## src/rtl/pic_pkg.sv

```systemverilog
package pic_pkg;
  timeunit 1ns; timeprecision 1ps;

  typedef enum logic [1:0] {
    ST_READY = 2'd0,
    ST_VEC   = 2'd1,
    ST_CAS   = 2'd2,
    ST_MODE  = 2'd3
  } init_st_e;

  // command byte fields at the even address
  localparam int START_BIT   = 4;
  localparam int SELCMD_BIT  = 3;
  localparam int POLL_BIT    = 2;
  localparam int RDSEL_EN    = 1;
  localparam int RDSEL_ISR   = 0;
  localparam int EOI_HI      = 7;
  localparam int EOI_LO      = 5;
  localparam logic [2:0] EOI_NS_CODE = 3'b001;

  // start command option bits
  localparam int LEVEL_BIT   = 3;
  localparam int SINGLE_BIT  = 1;
  localparam int NEED_MODE   = 0;
endpackage

```

## src/rtl/pic_cmd_decode.sv

```systemverilog
module pic_cmd_decode
  import pic_pkg::*;
#(
  parameter int N_IN = 8,
  parameter int DW   = 8
) (
  input  logic            clk,
  input  logic            rst_n,
  input  logic            wr_en,
  input  logic            rd_en,
  input  logic            addr,
  input  logic [DW-1:0]   wdata,
  output logic            start_pulse,
  output logic            eoi_pulse,
  output logic            poll_armed,
  output logic            sel_isr,
  output logic            level_mode,
  output logic [N_IN-1:0] imr,
  output logic [DW-1:0]   cfg_vec,
  output logic [DW-1:0]   cfg_cas,
  output logic [DW-1:0]   cfg_mode
);
  timeunit 1ns; timeprecision 1ps;

  init_st_e        state_q, state_d;
  logic [N_IN-1:0] imr_q, imr_d;
  logic            poll_q, poll_d, sel_q, sel_d;
  logic            level_q, level_d, single_q, single_d, need_q, need_d;
  logic [DW-1:0]   vec_q, vec_d, cas_q, cas_d, mode_q, mode_d;
  logic            wr_even, wr_odd, sel_cmd;

  assign wr_even     = wr_en & ~addr;
  assign wr_odd      = wr_en & addr;
  assign start_pulse = wr_even & wdata[START_BIT];
  assign sel_cmd     = wr_even & ~wdata[START_BIT] & wdata[SELCMD_BIT];
  assign eoi_pulse   = wr_even & ~wdata[START_BIT] & ~wdata[SELCMD_BIT]
                     & (wdata[EOI_HI:EOI_LO] == EOI_NS_CODE);

  always_comb begin
    state_d  = state_q;
    imr_d    = imr_q;
    poll_d   = poll_q;
    sel_d    = sel_q;
    level_d  = level_q;
    single_d = single_q;
    need_d   = need_q;
    vec_d    = vec_q;
    cas_d    = cas_q;
    mode_d   = mode_q;
    if (start_pulse) begin
      state_d  = ST_VEC;
      imr_d    = '0;
      poll_d   = 1'b0;
      sel_d    = 1'b0;
      level_d  = wdata[LEVEL_BIT];
      single_d = wdata[SINGLE_BIT];
      need_d   = wdata[NEED_MODE];
      cas_d    = '0;
      mode_d   = '0;
    end else begin
      if (wr_odd) begin
        unique case (state_q)
          ST_VEC: begin
            vec_d   = wdata;
            state_d = single_q ? (need_q ? ST_MODE : ST_READY) : ST_CAS;
          end
          ST_CAS: begin
            cas_d   = wdata;
            state_d = need_q ? ST_MODE : ST_READY;
          end
          ST_MODE: begin
            mode_d  = wdata;
            state_d = ST_READY;
          end
          default: imr_d = wdata[N_IN-1:0];
        endcase
      end
      if (sel_cmd) begin
        poll_d = wdata[POLL_BIT];
        if (wdata[RDSEL_EN]) sel_d = wdata[RDSEL_ISR];
      end else if (rd_en && !addr) begin
        poll_d = 1'b0;
      end
    end
  end

  always_ff @(posedge clk or negedge rst_n) begin
    if (!rst_n) begin
      state_q  <= ST_READY;
      imr_q    <= '0;
      poll_q   <= 1'b0;
      sel_q    <= 1'b0;
      level_q  <= 1'b0;
      single_q <= 1'b0;
      need_q   <= 1'b0;
      vec_q    <= '0;
      cas_q    <= '0;
      mode_q   <= '0;
    end else begin
      state_q  <= state_d;
      imr_q    <= imr_d;
      poll_q   <= poll_d;
      sel_q    <= sel_d;
      level_q  <= level_d;
      single_q <= single_d;
      need_q   <= need_d;
      vec_q    <= vec_d;
      cas_q    <= cas_d;
      mode_q   <= mode_d;
    end
  end

  assign poll_armed = poll_q;
  assign sel_isr    = sel_q;
  assign level_mode = level_q;
  assign imr        = imr_q;
  assign cfg_vec    = vec_q;
  assign cfg_cas    = cas_q;
  assign cfg_mode   = mode_q;

  a_r2_start_clears: assert property (@(posedge clk) disable iff (!rst_n)
    start_pulse |=> (imr_q == '0) && (state_q == ST_VEC) && !poll_q);

  a_r4_mask_frozen_in_setup: assert property (@(posedge clk) disable iff (!rst_n)
    (state_q != ST_READY && !start_pulse) |=> $stable(imr_q));
endmodule

```

## src/rtl/pic_req_latch.sv

```systemverilog
module pic_req_latch #(
  parameter int N_IN = 8
) (
  input  logic            clk,
  input  logic            rst_n,
  input  logic [N_IN-1:0] irq_in,
  input  logic            level_mode,
  input  logic            clr_all,
  input  logic [N_IN-1:0] ack_onehot,
  output logic [N_IN-1:0] irr
);
  timeunit 1ns; timeprecision 1ps;

  logic [N_IN-1:0] prev_q, irr_q, irr_d;

  always_comb begin
    if (clr_all)
      irr_d = '0;
    else if (level_mode)
      irr_d = irq_in;
    else
      irr_d = (irr_q | (irq_in & ~prev_q)) & irq_in & ~ack_onehot;
  end

  always_ff @(posedge clk or negedge rst_n) begin
    if (!rst_n) begin
      prev_q <= '0;
      irr_q  <= '0;
    end else begin
      prev_q <= irq_in;
      irr_q  <= irr_d;
    end
  end

  assign irr = irr_q;

  a_r10_request_needs_line: assert property (@(posedge clk) disable iff (!rst_n)
    (irr_q & ~prev_q) == '0);

  a_r11_level_copies_lines: assert property (@(posedge clk) disable iff (!rst_n)
    (level_mode && !clr_all) |=> irr_q == $past(irq_in));
endmodule

```

## src/rtl/pic_prio_resolve.sv

```systemverilog
module pic_prio_resolve #(
  parameter int N_IN = 8,
  localparam int ID_W = $clog2(N_IN)
) (
  input  logic [N_IN-1:0] irr,
  input  logic [N_IN-1:0] imr,
  input  logic [N_IN-1:0] isr,
  output logic            any_req,
  output logic [ID_W-1:0] pick_id,
  output logic [N_IN-1:0] pick_oh,
  output logic [N_IN-1:0] isr_low_oh
);
  timeunit 1ns; timeprecision 1ps;

  logic [N_IN:0]   shield_c;
  logic [N_IN:0]   seen_c;
  logic [N_IN-1:0] elig;

  assign shield_c[0] = 1'b0;
  assign seen_c[0]   = 1'b0;

  for (genvar i = 0; i < N_IN; i++) begin : g_chain
    assign shield_c[i+1] = shield_c[i] | isr[i];
    assign elig[i]       = irr[i] & ~imr[i] & ~shield_c[i+1];
    assign pick_oh[i]    = elig[i] & ~seen_c[i];
    assign seen_c[i+1]   = seen_c[i] | elig[i];
    assign isr_low_oh[i] = isr[i] & ~shield_c[i];
  end

  assign any_req = seen_c[N_IN];

  always_comb begin
    pick_id = '0;
    for (int i = 0; i < N_IN; i++)
      if (pick_oh[i]) pick_id = pick_id | ID_W'(i);
  end
endmodule

```

## src/rtl/pic_ctrl.sv

```systemverilog
module pic_ctrl
  import pic_pkg::*;
#(
  parameter int N_IN = 8,
  parameter int DW   = 8,
  localparam int ID_W = $clog2(N_IN)
) (
  input  logic            clk,
  input  logic            rst_n,
  input  logic            bus_wr,
  input  logic            bus_rd,
  input  logic            bus_addr,
  input  logic [DW-1:0]   bus_wdata,
  output logic [DW-1:0]   bus_rdata,
  input  logic [N_IN-1:0] irq_in,
  output logic            int_out,
  output logic [DW-1:0]   cfg_vector,
  output logic [DW-1:0]   cfg_cascade,
  output logic [DW-1:0]   cfg_mode
);
  timeunit 1ns; timeprecision 1ps;

  logic            start_pulse, eoi_pulse, poll_armed, sel_isr, level_mode;
  logic [N_IN-1:0] imr, irr, pick_oh, isr_low_oh, ack_oh;
  logic [N_IN-1:0] isr_q, isr_d;
  logic [DW-1:0]   rdata_q, rdata_d;
  logic [ID_W-1:0] pick_id;
  logic            any_req, poll_read, ack;

  pic_cmd_decode #(.N_IN(N_IN), .DW(DW)) u_decode (
    .clk(clk), .rst_n(rst_n), .wr_en(bus_wr), .rd_en(bus_rd), .addr(bus_addr),
    .wdata(bus_wdata), .start_pulse(start_pulse), .eoi_pulse(eoi_pulse),
    .poll_armed(poll_armed), .sel_isr(sel_isr), .level_mode(level_mode),
    .imr(imr), .cfg_vec(cfg_vector), .cfg_cas(cfg_cascade), .cfg_mode(cfg_mode)
  );

  pic_req_latch #(.N_IN(N_IN)) u_req (
    .clk(clk), .rst_n(rst_n), .irq_in(irq_in), .level_mode(level_mode),
    .clr_all(start_pulse), .ack_onehot(ack_oh), .irr(irr)
  );

  pic_prio_resolve #(.N_IN(N_IN)) u_prio (
    .irr(irr), .imr(imr), .isr(isr_q), .any_req(any_req), .pick_id(pick_id),
    .pick_oh(pick_oh), .isr_low_oh(isr_low_oh)
  );

  assign poll_read = bus_rd & ~bus_addr & poll_armed;
  assign ack       = poll_read & any_req;
  assign ack_oh    = ack ? pick_oh : '0;

  always_comb begin
    if (start_pulse)
      isr_d = '0;
    else
      isr_d = (isr_q & ~(eoi_pulse ? isr_low_oh : '0)) | ack_oh;
  end

  always_comb begin
    rdata_d = rdata_q;
    if (bus_rd) begin
      if (bus_addr)
        rdata_d = DW'(imr);
      else if (poll_armed)
        rdata_d = any_req ? {1'b1, (DW-1)'(pick_id)} : DW'(N_IN-1);
      else
        rdata_d = sel_isr ? DW'(isr_q) : DW'(irr);
    end
  end

  always_ff @(posedge clk or negedge rst_n) begin
    if (!rst_n) begin
      isr_q   <= '0;
      rdata_q <= '0;
    end else begin
      isr_q   <= isr_d;
      rdata_q <= rdata_d;
    end
  end

  assign bus_rdata = rdata_q;
  assign int_out   = any_req;

  a_r5_int_needs_unmasked: assert property (@(posedge clk) disable iff (!rst_n)
    int_out |-> (irr & ~imr) != '0);

  a_r6_ack_adds_one: assert property (@(posedge clk) disable iff (!rst_n)
    (poll_read && int_out && !start_pulse && !eoi_pulse)
      |=> $countones(isr_q) == $countones($past(isr_q)) + 1);

  a_r6_valid_flag: assert property (@(posedge clk) disable iff (!rst_n)
    (poll_read && int_out) |=> bus_rdata[DW-1]);

  a_r7_spurious_code: assert property (@(posedge clk) disable iff (!rst_n)
    (poll_read && !int_out) |=> bus_rdata == DW'(N_IN-1));

  a_r7_spurious_isr_kept: assert property (@(posedge clk) disable iff (!rst_n)
    (poll_read && !int_out && !start_pulse && !eoi_pulse) |=> $stable(isr_q));

  a_r9_eoi_drops_one: assert property (@(posedge clk) disable iff (!rst_n)
    (eoi_pulse && isr_q != '0 && !poll_read && !start_pulse)
      |=> $countones(isr_q) == $countones($past(isr_q)) - 1);
endmodule

```

## config.mk

```make
export PLATFORM = sky130hd
export DESIGN_NAME = pic_ctrl
export DESIGN_NICKNAME = d
export VERILOG_FILES = /design/src/rtl/pic_pkg.sv /design/src/rtl/pic_cmd_decode.sv /design/src/rtl/pic_req_latch.sv /design/src/rtl/pic_prio_resolve.sv /design/src/rtl/pic_ctrl.sv
export SDC_FILE = /design/constraint.sdc
export NUM_CORES = 1
export LEC_CHECK = 0
export BUFFER_PORTS_ARGS = -buffer_cell sky130_fd_sc_hd__buf_2
export CORE_MARGIN = 1.5
export CORE_UTILIZATION = 25
export DETAILED_ROUTE_END_ITERATION = 6
export MAX_ROUTING_LAYER = met4
export PLACE_DENSITY = 0.48
export SKIP_LAST_GASP = 1
export SYNTH_ARGS = -nofsm -noshare
export SYNTH_HDL_FRONTEND = slang
export SYNTH_SLANG_ARGS = --single-unit
```

## constraint.sdc

```tcl
create_clock -name clk -period 2 [get_ports clk]
set_input_delay 0.1 -clock clk [delete_from_list [all_inputs] [get_ports clk]]
set_output_delay 0.1 -clock clk [all_outputs]
set_load 0.005 [all_outputs]
```

==> impl_metrics.tcl <==
set metrics [dict create \
    outcome "complete, but fails checks" \
    failed_checks "negative setup slack" \
    cts_sinks 71 \
    core_um2 12800 \
    gp_congestion 0.844 \
    drtIter0Drc 136 \
    synth-main-ff-cell "dfrtp_1" \
    routed_wl_um 9670 \
    cts_made_buffers 9 \
    startpoint "isr_q[3]" \
    synth_seq_cells 71 \
    area_delta_synth_final_pct 30.8 \
    grt_usage_pct 14.9 \
    path_depth 4 \
    maxCapViolCount 0 \
    start_util_pct 25.9 \
    crit_chain "or4_4 -> or3_4 -> o21ai_2 -> buf_2" \
    synthCells 350 \
    finalWorstSetupSlack_ns -0.0194 \
    grt_pass1_wl_um 15800 \
    yosys.area.top_type "dfrtp_1" \
    nets 446 \
    power.leakage_nw 2.01 \
    insertion_delay_ns 0.33 \
    die_h_um 118 \
    critical-path-max-stage-delay_ns 0.54 \
    timing.final.crit_share_pct 101 \
    power.share.sequential_pct 41.3 \
    via_per_inst 4.86 \
    worstPathMaxFanout 4 \
    grt_max_degree 72 \
    dp_hpwl_um 6640 \
    utilization_pct 33.9 \
    synth.top_cells.by_count "72 x nand2_1, 71 x dfrtp_1, 37 x a21oi_1" \
    yosysUniqueCellTypes 47 \
    setup_viol 2 \
    syn_avg_cell_area_um2 9.46 \
    drive_gt1_share_pct 27.2 \
    port_buffers 53 \
    hold_class "in2reg" \
    maxSlewViolCount 0 \
    clk_pin_slew_ns 0.06 \
    relSlewSlack_pct 55.2 \
    cp-end-kind "output pin" \
    dieWidth_um 118 \
    wl_per_cell_um 16.1 \
    io_pins 54 \
    num_vias 2925 \
    cts_max_level 3 \
    insertedDiodeCount 0 \
    dr.pass1.iters 4 \
    nFillCells 1325 \
    swShare_pct 30.0 \
    power_frac_clock_pct 34.2 \
    antenna_found_initial 0 \
    crit-reg2reg-launch "isr_q[3]" \
    cp_num_buf_inv 1 \
    timing.fmax_ghz 0.495 \
    rsz0062_at_grt "true" \
    crit_end "int_out" \
    grt_pass1_vias 2902 \
    yosysWarnings 0 \
    clock_path_buffers 2 \
    reg2reg_slack_ns -0.01 \
    worstMarginPinSlew_ns 0.669 \
    synth_top_area_share_pct 53.6 \
    ir_drop_v 0.000476 \
    power_density_nw_per_um2 1120 \
    slowest_stage "or4_4" \
    required_ns 1.90 \
    cp_top_family "simple AND/OR/NAND/NOR gates" \
    synth_most_common_cell "nand2_1" \
    crit_type "reg2out" \
    drt_drc_violations_left 0 \
    startpoint_type "register" \
    r2r_end "isr_q[7]" \
    ys_top_cells_by_area "dfrtp_1 54%, nand2_1 8.2%, a21oi_1 5.6%" \
    synth_edf_count 0 \
    finClkSkew_ns 0.00412 \
    p_comb_share_pct 24.6 \
    synth_nets 371 \
    grt_overflow_total 0 \
    finalCriticalPeriod_ns 2.02 \
    dieArea_um2 13900 \
    async_flop_share_pct 100 \
    final_hold_viol_count 0 \
    yosysSeqAreaShare_pct 53.6 \
    p_switching_mw 1.45 \
    synth_area_um2 3310 \
    worst_ep_arrival_time_ns 1.92 \
    root_buffer "clkbuf_16" \
    p_int_mw 3.39 \
    ant_nets 0 \
    rows 41 \
    cts_tree "yes" \
    total_power_mw 4.84 \
    worst_r2r_path_depth 6 \
]
[registers in the layout (all words and copies together), names as in the netlist, 2 cells and up]
name               count
u_decode.cfg_vec       8
u_decode.imr           8
u_decode.cfg_mode      8
bus_rdata              8
u_req.irr              8
u_decode.cfg_cas       8
isr_q                  8
u_decode.state_q       2
u_req.prev_q           8
[power by group through the flow]
| stage | Sequential [mW] | Combinational [mW] | Clock [mW] |
|---|---|---|---|
| CTS | 2.00 | 1.20 | 1.70 |
| global route | 2.04 | 1.33 | 1.76 |
| finish | 2.00 | 1.19 | 1.65 |
| floorplan | 1.95 | 0.706 | 0 |
| global placement | 2.01 | 1.12 | 0 |
| detailed placement | 2.02 | 1.13 | 0 |
[tightest hold or removal path, delay by kind of cell]
family	cells	cell delay, ns
AND/OR/NAND/NOR	1	0.06
AO/OA/AOI/OAI	1	0.05
buffers and inverters	1	0.13
[layout make-up]
| type | instances | area [um2] | share of cell area, % |
|---|---|---|---|
| sequential | 71 | 1780 | 41.0 |
| timing repair buffer | 83 | 542 | 12.5 |
| tap | 172 | 215 | 4.97 |
| clock inverter | 3 | 40.0 | 0.925 |
| multi-input combinational | 253 | 1460 | 33.7 |
| inverter | 7 | 26.3 | 0.607 |
| clock buffer | 13 | 270 | 6.24 |
[cell families after synthesis]
group / Yosys count / synth area share [%]
AND/OR/NAND/NOR: 155 / 21.8
multiplexers: 15 / 4.99
buffers and inverters: 26 / 3.40
flip-flops: 71 / 53.6
AO/OA/AOI/OAI: 83 / 16.2
[layout by cell type (no fill, tap or decap), types with 8 or more instances in the layout]
cell type      netlist  final
a21oi_1             37     37
buf_2                0     53
buf_4                0     18
clkbuf_16            0      9
dfrtp_1             71     71
dlygate4sd3_1        0      9
mux2_2              12     12
nand2_1             72     72
nand3_1             16     16
nor2_1              28     28
nor2b_1             11     11
o21ai_0              8      8
[through the flow]
step | std cells | setup TNS, ns | setup WS, ns | hold WS (ns) | area, um2
6_report | 602 | -0.0286 | -0.0194 | 0.0533 | 4330
5_1_grt | 602 | -0.230 | -0.0924 | 0.0514 | 4330
4_1_cts | 602 | -0.0166 | -0.0128 | 0.0444 | 4330
3_5_place_dp | 573 | -0.0971 | -0.0489 | 0.163 | 3870
3_3_place_gp | 573 | -0.0404 | -0.0294 | 0.167 | 3870
2_1_floorplan | 350 | 0 | 0.00782 | -0.196 | 3320
[timing repair]
action,4_1_cts,5_1_grt
gates cloned,0,0
buffers inserted,4,0
setup endpoints to repair,3,4
endpoints found under the hold margin,80,0
hold buffers,9,0
pin swaps,4,0
gates resized for setup,6,1
[worst min-delay path by stage]
stage	start	end	slack (ns)	depth (start not counted)
finish	bus_wdata[7]	u_decode.imr[7]	0.05	3
global route	bus_wdata[2]	u_decode.cfg_mode[2]	0.05	3
CTS	bus_wdata[7]	u_decode.imr[7]	0.04	3
detailed placement	rst_n	u_req.prev_q[7]	0.16	2
global placement	rst_n	u_req.prev_q[7]	0.17	2
floorplan	rst_n	bus_rdata[0]	-0.20	0
[layer usage]
| metal | share of wire (%) | vias up | global-route usage [%] |
|---|---|---|---|
| li1 | - | 1380 | - |
| met1 | 46 | 1408 | 20.0 |
| met2 | 46 | 118 | 21.5 |
| met3 | 6.0 | 19 | 3.88 |
| met4 | 2.1 | 0 | 5.56 |
| met5 | 0 | - | - |
No activity file was read; power rests on OpenSTA's default activity.
